[config.mk]
export PLATFORM = sky130hd
export DESIGN_NAME = ecc_sym_fixer
export DESIGN_NICKNAME = d
export VERILOG_FILES = /design/src/rtl/ecc_fix_pkg.sv /design/src/rtl/ecc_sym_locate.sv /design/src/rtl/ecc_fix_seq.sv /design/src/rtl/ecc_sym_fixer.sv
export SDC_FILE = /design/constraint.sdc
export NUM_CORES = 1
export LEC_CHECK = 0
export CORE_MARGIN = 5
export CORE_UTILIZATION = 40
export CTS_CLUSTER_SIZE = 8
export DETAILED_ROUTE_END_ITERATION = 7
export GPL_ROUTABILITY_DRIVEN = 0
export GPL_TIMING_DRIVEN = 0
export PLACE_DENSITY_LB_ADDON = 0.05
export REMOVE_ABC_BUFFERS = 1
export SETUP_SLACK_MARGIN = 0.02
export SYNTH_ARGS = -nofsm -noshare
export SYNTH_HDL_FRONTEND = slang
export SYNTH_HIERARCHICAL = 1
export SYNTH_SLANG_ARGS = --single-unit
[constraint.sdc]
create_clock -name clk -period 5.2 [get_ports clk]
set_clock_uncertainty 0.2 [all_clocks]
set_input_delay 1.3 -clock clk [delete_from_list [all_inputs] [get_ports clk]]
set_output_delay 1.3 -clock clk [all_outputs]
set_load 0.01 [all_outputs]
[src/rtl/ecc_fix_pkg.sv]
package ecc_fix_pkg;

  localparam int BYTE_W = 8;

  typedef enum logic [2:0] {
    ST_IDLE,
    ST_CHECK,
    ST_RD,
    ST_MOD,
    ST_WR
  } fix_state_t;

endpackage

[src/rtl/ecc_sym_locate.sv]
// Maps one (location, pattern) pair onto the byte operations it needs.
module ecc_sym_locate #(
  parameter int LOC_W   = 11,
  parameter int SYM_W   = 12,
  parameter int ADDR_W  = 12,
  parameter int MAX_LOC = 1374
) (
  input  logic [LOC_W-1:0]  loc_i,
  input  logic [SYM_W-1:0]  pat_i,
  output logic [ADDR_W-1:0] first_addr_o,
  output logic [7:0]        first_mask_o,
  output logic [ADDR_W-1:0] second_addr_o,
  output logic [7:0]        second_mask_o,
  output logic              pair_o,
  output logic              bad_o
);
  import ecc_fix_pkg::*;

  localparam int TRI_W = LOC_W + 2;
  localparam int LO_SH = SYM_W - BYTE_W;        // bits left under the top byte
  localparam int UP_SH = 2 * BYTE_W - SYM_W;    // lift of the tail nibble
  localparam logic [LOC_W-1:0] MAX_LOC_L = LOC_W'(MAX_LOC);

  logic [TRI_W-1:0]  triple;
  logic [ADDR_W-1:0] base;
  logic              is_zero;
  logic              is_odd;
  logic              too_wide;

  always_comb begin
    triple   = {2'b00, loc_i} + {1'b0, loc_i, 1'b0};
    base     = ADDR_W'(triple >> 1);
    is_zero  = (loc_i == '0);
    is_odd   = loc_i[0];
    too_wide = |(pat_i >> BYTE_W);
  end

  always_comb begin
    bad_o = (loc_i > MAX_LOC_L) || (is_zero && too_wide);
    if (is_zero) begin
      first_addr_o  = '0;
      first_mask_o  = pat_i[BYTE_W-1:0];
      second_addr_o = '0;
      second_mask_o = '0;
      pair_o        = 1'b0;
    end else if (is_odd) begin
      first_addr_o  = base;
      first_mask_o  = BYTE_W'(pat_i >> LO_SH);
      second_addr_o = base + ADDR_W'(1);
      second_mask_o = BYTE_W'(pat_i << UP_SH);
      pair_o        = 1'b1;
    end else begin
      first_addr_o  = base - ADDR_W'(1);
      first_mask_o  = BYTE_W'(pat_i >> BYTE_W);
      second_addr_o = base;
      second_mask_o = pat_i[BYTE_W-1:0];
      pair_o        = 1'b1;
    end
  end

endmodule

[src/rtl/ecc_fix_seq.sv]
// Walks the entries in order and runs one read-modify-write per byte.
module ecc_fix_seq #(
  parameter int ADDR_W  = 12,
  parameter int CNT_W   = 3,
  parameter int MAX_ERR = 4
) (
  input  logic              clk,
  input  logic              rst,
  input  logic              start_i,
  input  logic [CNT_W-1:0]  num_i,
  input  logic [ADDR_W-1:0] first_addr_i,
  input  logic [7:0]        first_mask_i,
  input  logic [ADDR_W-1:0] second_addr_i,
  input  logic [7:0]        second_mask_i,
  input  logic              pair_i,
  input  logic              bad_i,
  output logic [CNT_W-1:0]  idx_o,
  output logic              busy_o,
  output logic              done_o,
  output logic              fail_o,
  output logic [CNT_W-1:0]  count_o,
  output logic [ADDR_W-1:0] ram_addr_o,
  output logic              ram_re_o,
  output logic              ram_we_o,
  output logic [7:0]        ram_wdata_o,
  input  logic [7:0]        ram_rdata_i
);
  import ecc_fix_pkg::*;

  localparam logic [CNT_W-1:0] MAX_ERR_L = CNT_W'(MAX_ERR);

  fix_state_t       state;
  logic [CNT_W-1:0] num_q;
  logic [7:0]       mask_q;
  logic             half_q;

  always_ff @(posedge clk) begin
    if (rst) begin
      state       <= ST_IDLE;
      idx_o       <= '0;
      num_q       <= '0;
      mask_q      <= '0;
      half_q      <= 1'b0;
      busy_o      <= 1'b0;
      done_o      <= 1'b0;
      fail_o      <= 1'b0;
      count_o     <= '0;
      ram_addr_o  <= '0;
      ram_re_o    <= 1'b0;
      ram_we_o    <= 1'b0;
      ram_wdata_o <= '0;
    end else begin
      done_o <= 1'b0;
      fail_o <= 1'b0;
      case (state)
        ST_IDLE: begin
          if (start_i) begin
            busy_o <= 1'b1;
            idx_o  <= '0;
            num_q  <= num_i;
            state  <= ST_CHECK;
          end
        end
        ST_CHECK: begin
          if ((num_q > MAX_ERR_L) || ((idx_o != num_q) && bad_i)) begin
            busy_o  <= 1'b0;
            done_o  <= 1'b1;
            fail_o  <= 1'b1;
            count_o <= '0;
            state   <= ST_IDLE;
          end else if (idx_o == num_q) begin
            busy_o  <= 1'b0;
            done_o  <= 1'b1;
            count_o <= num_q;
            state   <= ST_IDLE;
          end else begin
            ram_addr_o <= first_addr_i;
            mask_q     <= first_mask_i;
            half_q     <= 1'b0;
            ram_re_o   <= 1'b1;
            state      <= ST_RD;
          end
        end
        ST_RD: begin
          ram_re_o <= 1'b0;
          state    <= ST_MOD;
        end
        ST_MOD: begin
          ram_wdata_o <= ram_rdata_i ^ mask_q;
          ram_we_o    <= 1'b1;
          state       <= ST_WR;
        end
        ST_WR: begin
          ram_we_o <= 1'b0;
          if (!half_q && pair_i) begin
            half_q     <= 1'b1;
            ram_addr_o <= second_addr_i;
            mask_q     <= second_mask_i;
            ram_re_o   <= 1'b1;
            state      <= ST_RD;
          end else begin
            idx_o <= idx_o + CNT_W'(1);
            state <= ST_CHECK;
          end
        end
        default: state <= ST_IDLE;
      endcase
    end
  end

endmodule

[src/rtl/ecc_sym_fixer.sv]
module ecc_sym_fixer #(
  parameter int DATA_BYTES  = 2048,
  parameter int SPARE_BYTES = 64,
  parameter int MAX_ERR     = 4,
  parameter int LOC_W       = 11,
  parameter int SYM_W       = 12,
  parameter int MAX_LOC     = 1374,
  localparam int PAGE_BYTES = DATA_BYTES + SPARE_BYTES,
  localparam int ADDR_W     = $clog2(PAGE_BYTES),
  localparam int CNT_W      = $clog2(MAX_ERR + 1)
) (
  input  logic                     clk,
  input  logic                     rst,
  input  logic                     start_i,
  input  logic [CNT_W-1:0]         num_i,
  input  logic [MAX_ERR*LOC_W-1:0] loc_i,
  input  logic [MAX_ERR*SYM_W-1:0] pat_i,
  output logic                     busy_o,
  output logic                     done_o,
  output logic                     fail_o,
  output logic [CNT_W-1:0]         count_o,
  output logic [ADDR_W-1:0]        ram_addr_o,
  output logic                     ram_re_o,
  output logic                     ram_we_o,
  output logic [7:0]               ram_wdata_o,
  input  logic [7:0]               ram_rdata_i
);

  logic [MAX_ERR*LOC_W-1:0] loc_q;
  logic [MAX_ERR*SYM_W-1:0] pat_q;
  logic [CNT_W-1:0]         idx;

  logic [ADDR_W-1:0] fa_arr [MAX_ERR];
  logic [7:0]        fm_arr [MAX_ERR];
  logic [ADDR_W-1:0] sa_arr [MAX_ERR];
  logic [7:0]        sm_arr [MAX_ERR];
  logic              pr_arr [MAX_ERR];
  logic              bd_arr [MAX_ERR];

  logic [ADDR_W-1:0] sel_fa, sel_sa;
  logic [7:0]        sel_fm, sel_sm;
  logic              sel_pr, sel_bd;

  // Entry capture; a start while busy leaves the held entries alone.
  always_ff @(posedge clk) begin
    if (rst) begin
      loc_q <= '0;
      pat_q <= '0;
    end else if (start_i && !busy_o) begin
      loc_q <= loc_i;
      pat_q <= pat_i;
    end
  end

  for (genvar g = 0; g < MAX_ERR; g++) begin : g_map
    ecc_sym_locate #(
      .LOC_W  (LOC_W),
      .SYM_W  (SYM_W),
      .ADDR_W (ADDR_W),
      .MAX_LOC(MAX_LOC)
    ) u_map (
      .loc_i        (loc_q[g*LOC_W +: LOC_W]),
      .pat_i        (pat_q[g*SYM_W +: SYM_W]),
      .first_addr_o (fa_arr[g]),
      .first_mask_o (fm_arr[g]),
      .second_addr_o(sa_arr[g]),
      .second_mask_o(sm_arr[g]),
      .pair_o       (pr_arr[g]),
      .bad_o        (bd_arr[g])
    );
  end

  always_comb begin
    sel_fa = '0;
    sel_fm = '0;
    sel_sa = '0;
    sel_sm = '0;
    sel_pr = 1'b0;
    sel_bd = 1'b0;
    for (int i = 0; i < MAX_ERR; i++) begin
      if (idx == CNT_W'(i)) begin
        sel_fa = fa_arr[i];
        sel_fm = fm_arr[i];
        sel_sa = sa_arr[i];
        sel_sm = sm_arr[i];
        sel_pr = pr_arr[i];
        sel_bd = bd_arr[i];
      end
    end
  end

  ecc_fix_seq #(
    .ADDR_W (ADDR_W),
    .CNT_W  (CNT_W),
    .MAX_ERR(MAX_ERR)
  ) u_seq (
    .clk          (clk),
    .rst          (rst),
    .start_i      (start_i),
    .num_i        (num_i),
    .first_addr_i (sel_fa),
    .first_mask_i (sel_fm),
    .second_addr_i(sel_sa),
    .second_mask_i(sel_sm),
    .pair_i       (sel_pr),
    .bad_i        (sel_bd),
    .idx_o        (idx),
    .busy_o       (busy_o),
    .done_o       (done_o),
    .fail_o       (fail_o),
    .count_o      (count_o),
    .ram_addr_o   (ram_addr_o),
    .ram_re_o     (ram_re_o),
    .ram_we_o     (ram_we_o),
    .ram_wdata_o  (ram_wdata_o),
    .ram_rdata_i  (ram_rdata_i)
  );

endmodule

==> metrics <==
status=completed; hold path cells=1; top cells by area, synth=dfxtp_1, mux2i_1, ha_1, nand2_1, a21oi_1; critical-path cell list=inv_1 > ha_1 > and4b_1 > and3_2 > clkinvlp_4 > buf_4 > mux2i_1 > o22ai_1 > nand2b_1 > nor4b_4 > a21o_4 > a211oi_1; CP max stage delay=0.79 ns; Ys Warns=6; Comb power frac=37.6%; Final Critical Period=4.97 ns; DR vias=12,200; final hold vios=0; layout cells sized above 1=9.41%; register area share after synthesis=20.8%; n_diodes=0; PD cells=253 mW/mm²; Avg Cell Area, Syn=7.88 µm²; clock sink count=138; worst min path class=flop to flop; Pleak=5.80 nW; H-tree levels=4; Net Switching=0.00151 W; row count=66; Starting Density=40.6%; total die area=0.0370 mm²; Initial DRC Count=809; CTS tree=built; Die Ht=192 µm; FILL cells=3,365; Worst-Skew Late Latency=0.45 ns; mean routed wirelength per cell=18.0 µm; Synth Instances=1,685; Synth area leader=dfxtp_1; first-pass iteration count of the detailed router=5; Main synth FF type=dfxtp_1; most frequent cells in the layout=nand2_1, mux2i_1, a21oi_1; CP max-delay cell=dfxtp_2; CTS Buf Count=17; Layout Nets=1,967; CP Class=flop to flop; Final ANT Viol Nets=0; Max FO, Critical Path=36; Post-synth ARST share=0%; commonest non-fill, non-tap cell in the layout=nand2_1; antenna violations before repair=0; Total GRT Usage=21.4%; clock share of power=31.0%; Worst EP arrival=5.09 ns; EDFF count, synth=0; area grow syn2layout=16.4%; PortBufs=133; Pins Over Slew Limit=0; vias in the first global route=11,700; Synth top area share=20.8%; Layout Utilization=47.3%; Mapped Area=0.0133 mm²; number of max-cap violations=0; CTS root buf=clkbuf_16; relative slew slack=19.7%; sequential share of power=31.4%; worst slew pin tran=1.19 ns; global-route wire length before repair=63,100 µm; final worst setup slack=0.225 ns; internal power=0.00240 W; unrepaired setup endpoints after global routing=no; R2R cell count=12; Die X=192 µm; Net Sw Frac=38.5%; fin crit share=95.7%; maximum VDD drop=0.256 mV; dpl hpwl=29,300 µm; pin count of the biggest net entering global routing=70; FMAX=201 MHz; core area=0.0327 mm²; Synth cell types=90; clock buffer depth=2; critical path launch point type=flop; CP Capture Type=flop; DP Worst Slack=-1.34 ns; IO Count=134; GRT overflow=0; final count of negative-setup-slack endpoints=0; Reg clk slew, reported paths=0.07 ns; Synth Register Bits=138; # DRC=0; via-per-instance ratio=5.53; routed wire length=39,800 µm; CP Data Required Time=5.32 ns
==> worst max-delay path: cells and delay by family (launching register included) <==
kind,cells,cell delay [ns]
adders and majority gates,1,0.33
muxes,1,0.08
AOI/OAI and AO/OA,3,0.90
DFF,1,0.79
and+or+nand+nor,4,1.59
buffers and inverters,3,0.89
==> synthesized netlist by cell type, types with 8 or more instances <==
master    number
nand4_1       21
and2_1        15
ha_1         105
a211oi_2      20
nor2_1       103
and3_1        35
o21bai_1       9
buf_1          8
nand2_1      274
o21a_1        14
o22ai_1       51
a21oi_1      146
clkbuf_1      41
mux2i_1      157
nor3_1        25
inv_1         78
buf_4         11
xnor2_1       40
xor2_1        26
buf_6         18
nand3_1       33
a211oi_1      32
a21o_1        12
nor2b_1        9
dfxtp_1      138
buf_2         25
nand2b_1      10
or3_1         16
o21ai_0       51
nor4_1         9
==> kinds of logic after synthesis <==
group	synth area share, %
buf+inv	6.85
compound gates	20.6
xor+xnor	6.28
simple gates	22.8
flops	20.8
mux	12.2
fa+ha+maj	10.5
==> routing by layer <==
metal	global-route usage [%]	vias up	routed length (µm)
li1	-	6100	-
met3	3.00	51	1630
met5	0	-	0
met1	29.3	5800	19000
met4	6.77	0	894
met2	34.7	243	18300
==> repair_timing <==
| action | in CTS | in global routing |
|---|---|---|
| resized for setup | 9 | 2 |
| hold buffers | 0 | 0 |
| pin swaps | 2 | 0 |
| cloned | 1 | 0 |
| endpoints found under the setup margin | 33 | 25 |
| buffers inserted | 3 | 5 |
==> power groups by stage <==
stage / sequential, W / clock (W) / combinational [W]
floorplan: 0.00122 / 0 / 0.000979
global placement: 0.00125 / 0 / 0.00141
detailed placement: 0.00125 / 0 / 0.00143
CTS: 0.00123 / 0.00124 / 0.00146
global route: 0.00124 / 0.00128 / 0.00162
finish: 0.00123 / 0.00121 / 0.00147
==> flip-flops by register name, summed over array words and instances, names as in the netlist, 3 cells and up <==
signal	cells
loc_q	44
pat_q	48
u_seq/count_o	3
u_seq/idx_o	3
u_seq/mask_q	8
u_seq/num_q	3
u_seq/ram_addr_o	12
u_seq/ram_wdata_o	8
u_seq/state	3
==> metrics by stage <==
step	power, W	instance area [µm²]	hold slack (ns)	TNS, ns	instances
2_1_floorplan	0.00220	12700	0.252	-6.56	1581
3_3_place_gp	0.00266	14600	0.251	-306.75	2156
3_5_place_dp	0.00268	14800	0.261	-35.48	2166
4_1_cts	0.00393	15400	0.275	0	2202
5_1_grt	0.00415	15500	0.280	0	2207
6_report	0.00391	15500	0.274	0	2207
==> area by class of cell <==
cell class	count	area [µm²]	area share [%]
clock inverter	12	116	0.752
inverter	80	308	1.99
tap	442	553	3.58
multi-input combinational	1364	9680	62.6
clock buffer	20	447	2.89
timing repair buffer	151	1590	10.3
sequential	138	2770	17.9
==> path summary, 6_finish.rpt <==
path / slack (ns) / endpoint / from
max reg2reg: 0.23 / u_seq/ram_addr_o[4] / loc_q[0]
min: 0.27 / u_seq/count_o[2] / u_seq/count_o[2]
min reg2reg: 0.27 / u_seq/count_o[2] / u_seq/count_o[2]
max: 0.23 / u_seq/ram_addr_o[4] / loc_q[0]
(Power assumes the default switching activity.)
